**src/rtl/i2c_bm_pkg.sv**
```systemverilog
package i2c_bm_pkg;

    typedef enum logic [1:0] {
        OP_START = 2'd0,
        OP_STOP  = 2'd1,
        OP_WRITE = 2'd2,
        OP_READ  = 2'd3
    } op_e;

    typedef enum logic [3:0] {
        S_IDLE,
        S_START_CHK,
        S_SCL_RISE,
        S_START_HOLD,
        S_START_LOW,
        S_STOP_SETUP,
        S_STOP_BUF,
        S_BIT_SETUP,
        S_BIT_HIGH,
        S_BIT_LOW,
        S_ACK_SETUP,
        S_ACK_HIGH,
        S_ACK_LOW,
        S_DONE
    } state_e;

endpackage

```
**src/rtl/i2c_in_sync.sv**
```systemverilog
module i2c_in_sync #(
    parameter int WIDTH  = 2,
    parameter int STAGES = 2
) (
    input  logic             clk,
    input  logic             rst_n,
    input  logic [WIDTH-1:0] din,
    output logic [WIDTH-1:0] dout
);
    // Released lines idle high, so every stage resets to one.
    logic [WIDTH-1:0] stg [STAGES];

    for (genvar g = 0; g < STAGES; g++) begin : g_stage
        if (g == 0) begin : g_first
            always_ff @(posedge clk or negedge rst_n) begin
                if (!rst_n) stg[g] <= '1;
                else        stg[g] <= din;
            end
        end else begin : g_next
            always_ff @(posedge clk or negedge rst_n) begin
                if (!rst_n) stg[g] <= '1;
                else        stg[g] <= stg[g-1];
            end
        end
    end

    assign dout = stg[STAGES-1];
endmodule

```
**src/rtl/i2c_wait_timer.sv**
```systemverilog
module i2c_wait_timer #(
    parameter int CNT_W = 13
) (
    input  logic             clk,
    input  logic             rst_n,
    input  logic             load,
    input  logic [CNT_W-1:0] load_val,
    output logic             expired
);
    logic [CNT_W-1:0] cnt;

    always_ff @(posedge clk or negedge rst_n) begin
        if (!rst_n)            cnt <= '0;
        else if (load)         cnt <= load_val;
        else if (cnt != '0)    cnt <= cnt - CNT_W'(1);
    end

    assign expired = (cnt == '0);
endmodule

```
**src/rtl/i2c_byte_master.sv**
```systemverilog
module i2c_byte_master
    import i2c_bm_pkg::*;
#(
    parameter int TICKS_PER_US = 27,
    parameter int EXTRA_W      = 8,
    parameter int LIMIT_W      = 8,
    parameter int DEF_LIMIT    = 25,
    parameter int SYNC_STAGES  = 2
) (
    input  logic               clk,
    input  logic               rst_n,
    input  logic               cmd_valid,
    output logic               cmd_ready,
    input  logic [1:0]         cmd_op,
    input  logic [7:0]         cmd_wdata,
    input  logic               cmd_force_nack,
    input  logic               cmd_cmp_en,
    input  logic [7:0]         cmd_cmp_byte,
    input  logic [EXTRA_W-1:0] cfg_extra_us,
    input  logic [LIMIT_W-1:0] cfg_stretch_limit,
    output logic               done,
    output logic               err,
    output logic               ack_nack,
    output logic [7:0]         rx_data,
    output logic               scl_drive_low,
    input  logic               scl_in,
    output logic               sda_drive_low,
    input  logic               sda_in
);
    localparam int SETTLE = SYNC_STAGES + 1;
    localparam int CNT_W  = $clog2((5 + (1 << EXTRA_W)) * TICKS_PER_US + SETTLE + 1);
    localparam int RTY_W  = LIMIT_W + 1;
    localparam logic [CNT_W-1:0] SETTLE_VAL = CNT_W'(SETTLE - 1);

    logic scl_s, sda_s;

    i2c_in_sync #(.WIDTH(2), .STAGES(SYNC_STAGES)) u_sync (
        .clk  (clk),
        .rst_n(rst_n),
        .din  ({scl_in, sda_in}),
        .dout ({scl_s, sda_s})
    );

    logic             tmr_load;
    logic [CNT_W-1:0] tmr_val;
    logic             tmr_exp;

    i2c_wait_timer #(.CNT_W(CNT_W)) u_tmr (
        .clk     (clk),
        .rst_n   (rst_n),
        .load    (tmr_load),
        .load_val(tmr_val),
        .expired (tmr_exp)
    );

    state_e           state, state_n, rise_ret, rise_ret_n;
    op_e              cur_op, cur_op_n;
    logic             scl_lo, scl_lo_n, sda_lo, sda_lo_n;
    logic             err_r, err_n, nack_r, nack_n;
    logic [7:0]       shreg, shreg_n, rx_r, rx_n, cmp_r, cmp_n;
    logic             force_r, force_n, cmp_en_r, cmp_en_n;
    logic [2:0]       bit_cnt, bit_cnt_n;
    logic [RTY_W-1:0] rty, rty_n;
    logic [RTY_W-1:0] eff_limit;
    logic             is_byte, is_write, rd_nack;

    // Ticks minus one for a wait of us microseconds plus the extra delay.
    function automatic logic [CNT_W-1:0] us_wait(input logic [2:0] us);
        return (CNT_W'(us) + CNT_W'(cfg_extra_us)) * CNT_W'(TICKS_PER_US) - CNT_W'(1);
    endfunction

    assign eff_limit = (cfg_stretch_limit == '0) ? RTY_W'(DEF_LIMIT)
                                                 : {1'b0, cfg_stretch_limit};
    assign is_write  = (cur_op == OP_WRITE);
    assign is_byte   = (cur_op == OP_WRITE) || (cur_op == OP_READ);
    assign rd_nack   = force_r ? 1'b1 : (cmp_en_r ? (shreg != cmp_r) : 1'b0);

    // Next-state and datapath decisions.
    always_comb begin
        state_n    = state;
        rise_ret_n = rise_ret;
        cur_op_n   = cur_op;
        scl_lo_n   = scl_lo;
        sda_lo_n   = sda_lo;
        err_n      = err_r;
        nack_n     = nack_r;
        shreg_n    = shreg;
        rx_n       = rx_r;
        cmp_n      = cmp_r;
        force_n    = force_r;
        cmp_en_n   = cmp_en_r;
        bit_cnt_n  = bit_cnt;
        rty_n      = rty;
        tmr_load   = 1'b0;
        tmr_val    = SETTLE_VAL;

        unique case (state)
            S_IDLE: begin
                if (cmd_valid) begin
                    cur_op_n = op_e'(cmd_op);
                    err_n    = 1'b0;
                    force_n  = cmd_force_nack;
                    cmp_en_n = cmd_cmp_en;
                    cmp_n    = cmd_cmp_byte;
                    unique case (op_e'(cmd_op))
                        OP_START: begin
                            sda_lo_n = 1'b0;
                            tmr_load = 1'b1;
                            state_n  = S_START_CHK;
                        end
                        OP_STOP: begin
                            sda_lo_n   = 1'b1;
                            scl_lo_n   = 1'b0;
                            rty_n      = '0;
                            rise_ret_n = S_STOP_SETUP;
                            tmr_load   = 1'b1;
                            state_n    = S_SCL_RISE;
                        end
                        default: begin
                            if (scl_s) begin
                                err_n   = 1'b1;
                                state_n = S_DONE;
                            end else begin
                                bit_cnt_n = '0;
                                if (op_e'(cmd_op) == OP_WRITE) begin
                                    shreg_n  = cmd_wdata;
                                    sda_lo_n = ~cmd_wdata[7];
                                end else begin
                                    shreg_n  = '0;
                                    sda_lo_n = 1'b0;
                                end
                                tmr_load = 1'b1;
                                tmr_val  = us_wait(3'd1);
                                state_n  = S_BIT_SETUP;
                            end
                        end
                    endcase
                end
            end
            S_START_CHK: begin
                if (tmr_exp) begin
                    if (!sda_s) begin
                        err_n   = 1'b1;
                        state_n = S_DONE;
                    end else begin
                        scl_lo_n   = 1'b0;
                        rty_n      = '0;
                        rise_ret_n = S_START_HOLD;
                        tmr_load   = 1'b1;
                        state_n    = S_SCL_RISE;
                    end
                end
            end
            S_SCL_RISE: begin
                if (tmr_exp) begin
                    if (scl_s) begin
                        tmr_load = 1'b1;
                        tmr_val  = us_wait(3'd4);
                        if (rise_ret == S_START_HOLD) sda_lo_n = 1'b1;
                        state_n  = rise_ret;
                    end else if (rty > eff_limit) begin
                        err_n = 1'b1;
                        if (is_byte) sda_lo_n = 1'b1;
                        state_n = S_DONE;
                    end else begin
                        rty_n    = rty + RTY_W'(1);
                        tmr_load = 1'b1;
                        tmr_val  = us_wait(3'd1);
                    end
                end
            end
            S_START_HOLD: begin
                if (tmr_exp) begin
                    scl_lo_n = 1'b1;
                    tmr_load = 1'b1;
                    tmr_val  = us_wait(3'd5);
                    state_n  = S_START_LOW;
                end
            end
            S_START_LOW: begin
                if (tmr_exp) state_n = S_DONE;
            end
            S_STOP_SETUP: begin
                if (tmr_exp) begin
                    sda_lo_n = 1'b0;
                    tmr_load = 1'b1;
                    tmr_val  = us_wait(3'd5);
                    state_n  = S_STOP_BUF;
                end
            end
            S_STOP_BUF: begin
                if (tmr_exp) state_n = S_DONE;
            end
            S_BIT_SETUP: begin
                if (tmr_exp) begin
                    scl_lo_n   = 1'b0;
                    rty_n      = '0;
                    rise_ret_n = S_BIT_HIGH;
                    tmr_load   = 1'b1;
                    state_n    = S_SCL_RISE;
                end
            end
            S_BIT_HIGH: begin
                if (tmr_exp) begin
                    if (!is_write) shreg_n = {shreg[6:0], sda_s};
                    scl_lo_n = 1'b1;
                    tmr_load = 1'b1;
                    tmr_val  = us_wait(3'd5);
                    state_n  = S_BIT_LOW;
                end
            end
            S_BIT_LOW: begin
                if (tmr_exp) begin
                    tmr_load = 1'b1;
                    tmr_val  = us_wait(3'd1);
                    if (bit_cnt == 3'd7) begin
                        sda_lo_n = is_write ? 1'b0 : ~rd_nack;
                        state_n  = S_ACK_SETUP;
                    end else begin
                        bit_cnt_n = bit_cnt + 3'd1;
                        if (is_write) begin
                            shreg_n  = {shreg[6:0], 1'b0};
                            sda_lo_n = ~shreg[6];
                        end
                        state_n = S_BIT_SETUP;
                    end
                end
            end
            S_ACK_SETUP: begin
                if (tmr_exp) begin
                    scl_lo_n   = 1'b0;
                    rty_n      = '0;
                    rise_ret_n = S_ACK_HIGH;
                    tmr_load   = 1'b1;
                    state_n    = S_SCL_RISE;
                end
            end
            S_ACK_HIGH: begin
                if (tmr_exp) begin
                    if (is_write) begin
                        nack_n   = sda_s;
                        sda_lo_n = 1'b1;
                    end else begin
                        rx_n = shreg;
                    end
                    scl_lo_n = 1'b1;
                    tmr_load = 1'b1;
                    tmr_val  = us_wait(3'd5);
                    state_n  = S_ACK_LOW;
                end
            end
            S_ACK_LOW: begin
                if (tmr_exp) state_n = S_DONE;
            end
            S_DONE: state_n = S_IDLE;
            default: state_n = S_IDLE;
        endcase
    end

    // State register.
    always_ff @(posedge clk or negedge rst_n) begin
        if (!rst_n) state <= S_IDLE;
        else        state <= state_n;
    end

    // Datapath and output registers.
    always_ff @(posedge clk or negedge rst_n) begin
        if (!rst_n) begin
            rise_ret <= S_IDLE;
            cur_op   <= OP_START;
            scl_lo   <= 1'b0;
            sda_lo   <= 1'b0;
            err_r    <= 1'b0;
            nack_r   <= 1'b0;
            shreg    <= '0;
            rx_r     <= '0;
            cmp_r    <= '0;
            force_r  <= 1'b0;
            cmp_en_r <= 1'b0;
            bit_cnt  <= '0;
            rty      <= '0;
        end else begin
            rise_ret <= rise_ret_n;
            cur_op   <= cur_op_n;
            scl_lo   <= scl_lo_n;
            sda_lo   <= sda_lo_n;
            err_r    <= err_n;
            nack_r   <= nack_n;
            shreg    <= shreg_n;
            rx_r     <= rx_n;
            cmp_r    <= cmp_n;
            force_r  <= force_n;
            cmp_en_r <= cmp_en_n;
            bit_cnt  <= bit_cnt_n;
            rty      <= rty_n;
        end
    end

    assign cmd_ready     = (state == S_IDLE);
    assign done          = (state == S_DONE);
    assign err           = err_r;
    assign ack_nack      = nack_r;
    assign rx_data       = rx_r;
    assign scl_drive_low = scl_lo;
    assign sda_drive_low = sda_lo;

    // Byte command on a high clock line is refused on the next cycle.
    assert_byte_reject_R5: assert property (@(posedge clk) disable iff (!rst_n)
        (cmd_valid && cmd_ready && cmd_op[1] && scl_s) |=> (done && err));

    // Completion lasts one cycle and returns to idle.
    assert_done_pulse_R12: assert property (@(posedge clk) disable iff (!rst_n)
        done |=> (!done && cmd_ready));

    // A stretch timeout inside a byte command leaves SDA held low.
    assert_timeout_hold_R11: assert property (@(posedge clk) disable iff (!rst_n)
        (done && err && is_byte && $past(state) == S_SCL_RISE) |-> sda_drive_low);

    // Data line is frozen while the master holds the clock high.
    assert_sda_stable_high_R6: assert property (@(posedge clk) disable iff (!rst_n)
        (state == S_BIT_HIGH && $past(state) == S_BIT_HIGH) |-> $stable(sda_drive_low));

endmodule

```
**config.mk**
```make
export PLATFORM = sky130hd
export DESIGN_NAME = i2c_byte_master
export DESIGN_NICKNAME = d
export VERILOG_FILES = /design/src/rtl/i2c_bm_pkg.sv /design/src/rtl/i2c_in_sync.sv /design/src/rtl/i2c_wait_timer.sv /design/src/rtl/i2c_byte_master.sv
export SDC_FILE = /design/constraint.sdc
export NUM_CORES = 1
export LEC_CHECK = 0
export BUFFER_PORTS_ARGS = -buffer_cell sky130_fd_sc_hd__buf_2
export CAP_MARGIN = 20
export CORE_MARGIN = 3
export CORE_UTILIZATION = 50
export CTS_CLUSTER_SIZE = 10
export DETAILED_ROUTE_END_ITERATION = 8
export PLACE_DENSITY = 0.68
export SKIP_LAST_GASP = 1
export SYNTH_ARGS = -nofsm -noshare
export SYNTH_HDL_FRONTEND = slang
export SYNTH_HIERARCHICAL = 1
export SYNTH_SLANG_ARGS = --single-unit
```
**constraint.sdc**
```tcl
create_clock -name clk -period 3.6 [get_ports clk]
set_input_delay 0.54 -clock clk [delete_from_list [all_inputs] [get_ports clk]]
set_output_delay 0.54 -clock clk [all_outputs]
set_load 0.05 [all_outputs]
```
==> flow_summary.json <==
{
  "status": "complete, but fails checks",
  "violations": "setup timing",
  "worstPathRequired_ns": 3.81,
  "peakVddDrop_uv": 552,
  "finish.utilization": 0.680,
  "die_y_um": 137,
  "clkLatencyLatePin_ns": 0.34,
  "synthFlopType": "dfrtp_1",
  "cp-start-kind": "primary input",
  "finalHoldViolCount": 0,
  "portBuffers": 54,
  "h-tree-depth": 3,
  "clock_skew_ns": 0.00920,
  "cts_max_path_buffers": 2,
  "grt-ovfl-total": 0,
  "cpLargestDelayFamily": "adder cells",
  "stdcell_count": 1404,
  "final_max_slew_viol_count": 0,
  "synth_largest_area_cell": "dfrtp_1",
  "initial_core_util": 0.513,
  "crit_buf_inv": 5,
  "netlist_instances": 1003,
  "hp-class": "in2async",
  "ys_warn_count": 6,
  "crit_chain": "buf_8, buf_6, nand4_1, or2_4, xnor2_4, inv_2, ha_4, inv_2, fa_2, inv_2, fa_2, ha_4, a21o_1, a21o_1, or3_4, a31oi_4, mux2i_1, o211ai_1, nand2_1, o21ai_1",
  "max_slew_margin": 0.363,
  "core_area_um2": 16600,
  "synth-edff-count": 0,
  "fin_crit_sh": 1.15,
  "worst-r2r-setup-slack_ns": 0.36,
  "maxCapViolCount": 0,
  "critPathLaunch": "cfg_extra_us[3]",
  "synth_top_area_share": 0.190,
  "n_antenna_cell": 0,
  "rows": 47,
  "fin_crit_ns": 4.14,
  "critical-path-max-stage-delay_ns": 0.52,
  "synth_top_family_by_area": "adder cells",
  "syn_area_per_cell_um2": 8.51,
  "synthMuxAreaShare": 0.0412,
  "grt_max_degree": 33,
  "end_kind": "flip-flop",
  "grt_pass1_wl_um": 37300,
  "firstDrtPassIters": 5,
  "fin_total_pwr_mw": 8.10,
  "fmax_ghz": 0.241,
  "synth.distinct_cells": 83,
  "grt.total_usage": 0.248,
  "reg2reg_from": "u_tmr/cnt[3]",
  "hold_slack_ns": 0.234,
  "viasPerCell": 5.43,
  "ant_nets": 0,
  "stdcell_area_um2": 11300,
  "worstPathArrival_ns": 4.35,
  "synthArstFlopShare": 1.00,
  "gp_congestion": 0.959,
  "die_x_um": 137,
  "setup_violations": 7,
  "worst_slack_ns": -0.541,
  "cp_slowest_cell": "fa_2",
  "dr.first_iter.drc_count": 517,
  "synth-compound-area-share": 0.174,
  "cts.clk_slew.worst_paths_ns": 0.06,
  "wl_per_cell_um": 16.0,
  "powerDensity_nw_per_um2": 715,
  "drive_gt1_frac": 0.332,
  "ctsHoldBuffers": 0,
  "antenna_found_initial": 0,
  "yosys.area_share.simple": 0.147,
  "dp.cells": 1372,
  "yosys_register_bits": 69,
  "cpMostUsedCell": "inv_2",
  "place_hpwl_um": 17400,
  "cts_num_sinks": 69,
  "clock-root-buffer": "clkbuf_16",
  "drc": 0,
  "cts_tree": "yes",
  "wl_um": 22500,
  "path_max_fanout": 3,
  "numCtsBuffers": 9,
  "synth_nets": 1196,
  "synth_xor_xnor_area_share": 0.0728,
  "synthAdderAreaFrac": 0.261,
  "dr_total_vias": 7624,
  "ys_seq_area_frac": 0.203,
  "synthesis.area_um2": 8540,
  "area_delta_synth_final_pct": 32.6,
  "die-area_um2": 18700,
  "rsz0062_at_grt": "yes",
  "place_area_um2": 10300,
  "worst_pin_slew_ns": 0.952,
  "synth_top_cells_by_area": "dfrtp_1 (19%), ha_1 (16%), fa_1 (10%)",
  "grt_pass1_vias": 7712,
  "worstSetupPathType": "in2reg",
  "leakage_nw": 5.40,
  "io_pins": 55,
  "nets": 1372
}
==> timing repair <==
action | 4_1_cts | 5_1_grt
endpoints found under the hold margin | 0 | 0
gates resized for setup | 79 | 39
endpoints found under the setup margin | 9 | 9
pin swaps | 66 | 24
setup buffers | 14 | 5
==> power breakdown <==
group	leakage (nW)	total (mW)	internal (mW)	switching, mW
clock network	0.138	0.897	0.556	0.341
registers	0.877	1.29	1.02	0.275
logic	4.38	5.90	2.81	3.10
total	5.40	8.10	4.38	3.72
==> state kept, by name (all words and copies together), names as in the netlist <==
register / cells
rx_data: 8
u_sync/dout: 2
u_tmr/cnt: 13
rise_ret: 4
err: 1
bit_cnt: 3
cmp_en_r: 1
state: 4
cur_op: 2
cmp_r: 8
shreg: 8
rty: 9
scl_drive_low: 1
force_r: 1
ack_nack: 1
u_sync/stg: 2
sda_drive_low: 1
==> cell usage in the layout (no fill, tap or decap), types with 7 or more instances in the layout <==
cell	n
dfrtp_1	65
fa_1	40
a21o_1	13
inv_1	152
a21oi_2	7
nor3_1	8
nand4_1	10
o21ai_1	12
nor2_1	53
nand3_1	20
nand2b_1	11
nor2b_1	11
ha_1	76
buf_6	7
inv_2	21
a21oi_1	51
xnor2_1	37
ha_4	31
xor2_2	7
nand2_1	65
o21ai_0	41
buf_2	49
mux2_2	24
clkbuf_16	9
xnor2_2	8
xor2_1	14
buf_4	143
==> path summary, 6_finish.rpt <==
kind | cells after the start | endpoint
hold / removal | 1 | cmp_r[2]
setup / recovery | 20 | u_tmr/cnt[12]
max in group asynchronous | 2 | u_tmr/cnt[0]
min in group clk | 1 | u_sync/stg[3]
setup reg to reg | 9 | sda_drive_low
hold reg to reg | 0 | u_sync/dout[0]
==> synthesized netlist by cell type (4+ instances only) <==
master and number:
dfrtp_1 65, and2_1 7, o211ai_1 4, fa_1 44, nand2_1 68, o21bai_1 6
nor2b_1 11, nor2_1 58, a21o_1 13, o21ai_0 49, buf_6 4, nor3_1 9
a2111oi_0 4, o41ai_1 4, o21ai_1 6, xnor2_1 48, a32oi_1 6, a211oi_1 9
inv_1 173, or3_1 4, and3_1 8, dfstp_2 4, a21oi_1 61, ha_1 108
nand2b_1 11, nand4_1 10, xor2_1 23, clkbuf_1 19, nor4_1 6, mux2_2 24
o21a_1 4, nand3_1 22, mux2i_1 7, buf_2 9, a31oi_1 7, buf_4 4
o22ai_1 5, o311ai_0 5
==> per-stage QoR <==
| stage | TNS (ns) | setup slack (ns) |
|---|---|---|
| 3_5_place_dp | -7.60 | -1.11 |
| 2_1_floorplan | -3.38 | -0.680 |
| 5_1_grt | -3.73 | -0.668 |
| 4_1_cts | -2.31 | -0.446 |
| 3_3_place_gp | -7.04 | -1.03 |
| 6_report | -2.70 | -0.541 |
==> cells by family (layout without fill, tap and decap cells) <==
group / count (synthesis) / after routing
adders and majority gates: 152 / 152
muxes: 32 / 32
buffers and inverters: 215 / 396
DFF: 69 / 69
and+or+nand+nor: 244 / 244
xor gates and xnor gates: 71 / 71
AOI/OAI and AO/OA: 220 / 220
==> worst register-to-register path, cell delays in order (launching register included) <==
cell       delay [ns]
dfrtp_1          0.45
nor4_2           0.45
nand4b_1         0.36
inv_2            0.34
or3b_1           0.40
a21o_1           0.18
a21oi_1          0.18
o2111ai_1        0.15
a21oi_1          0.24
mux2_1           0.36
==> per-layer routing <==
metal,vias up,global-route usage,routed length [µm]
met1,3628,0.313,9810
li1,3736,-,-
met4,0,0.0952,769
met5,-,0,0
met3,49,0.0268,812
met2,211,0.435,11100
==> area by class of cell <==
cell class / count / area [µm²]
Multi-Input combinational cell: 719 / 6850
Fill cell: 1283 / 5320
Sequential cell: 69 / 1730
Timing Repair Buffer: 204 / 1490
Inverter: 176 / 671
Tap cell: 220 / 275
Clock buffer: 11 / 243
Clock inverter: 5 / 61.3
No activity file was read; power rests on OpenSTA's default activity.
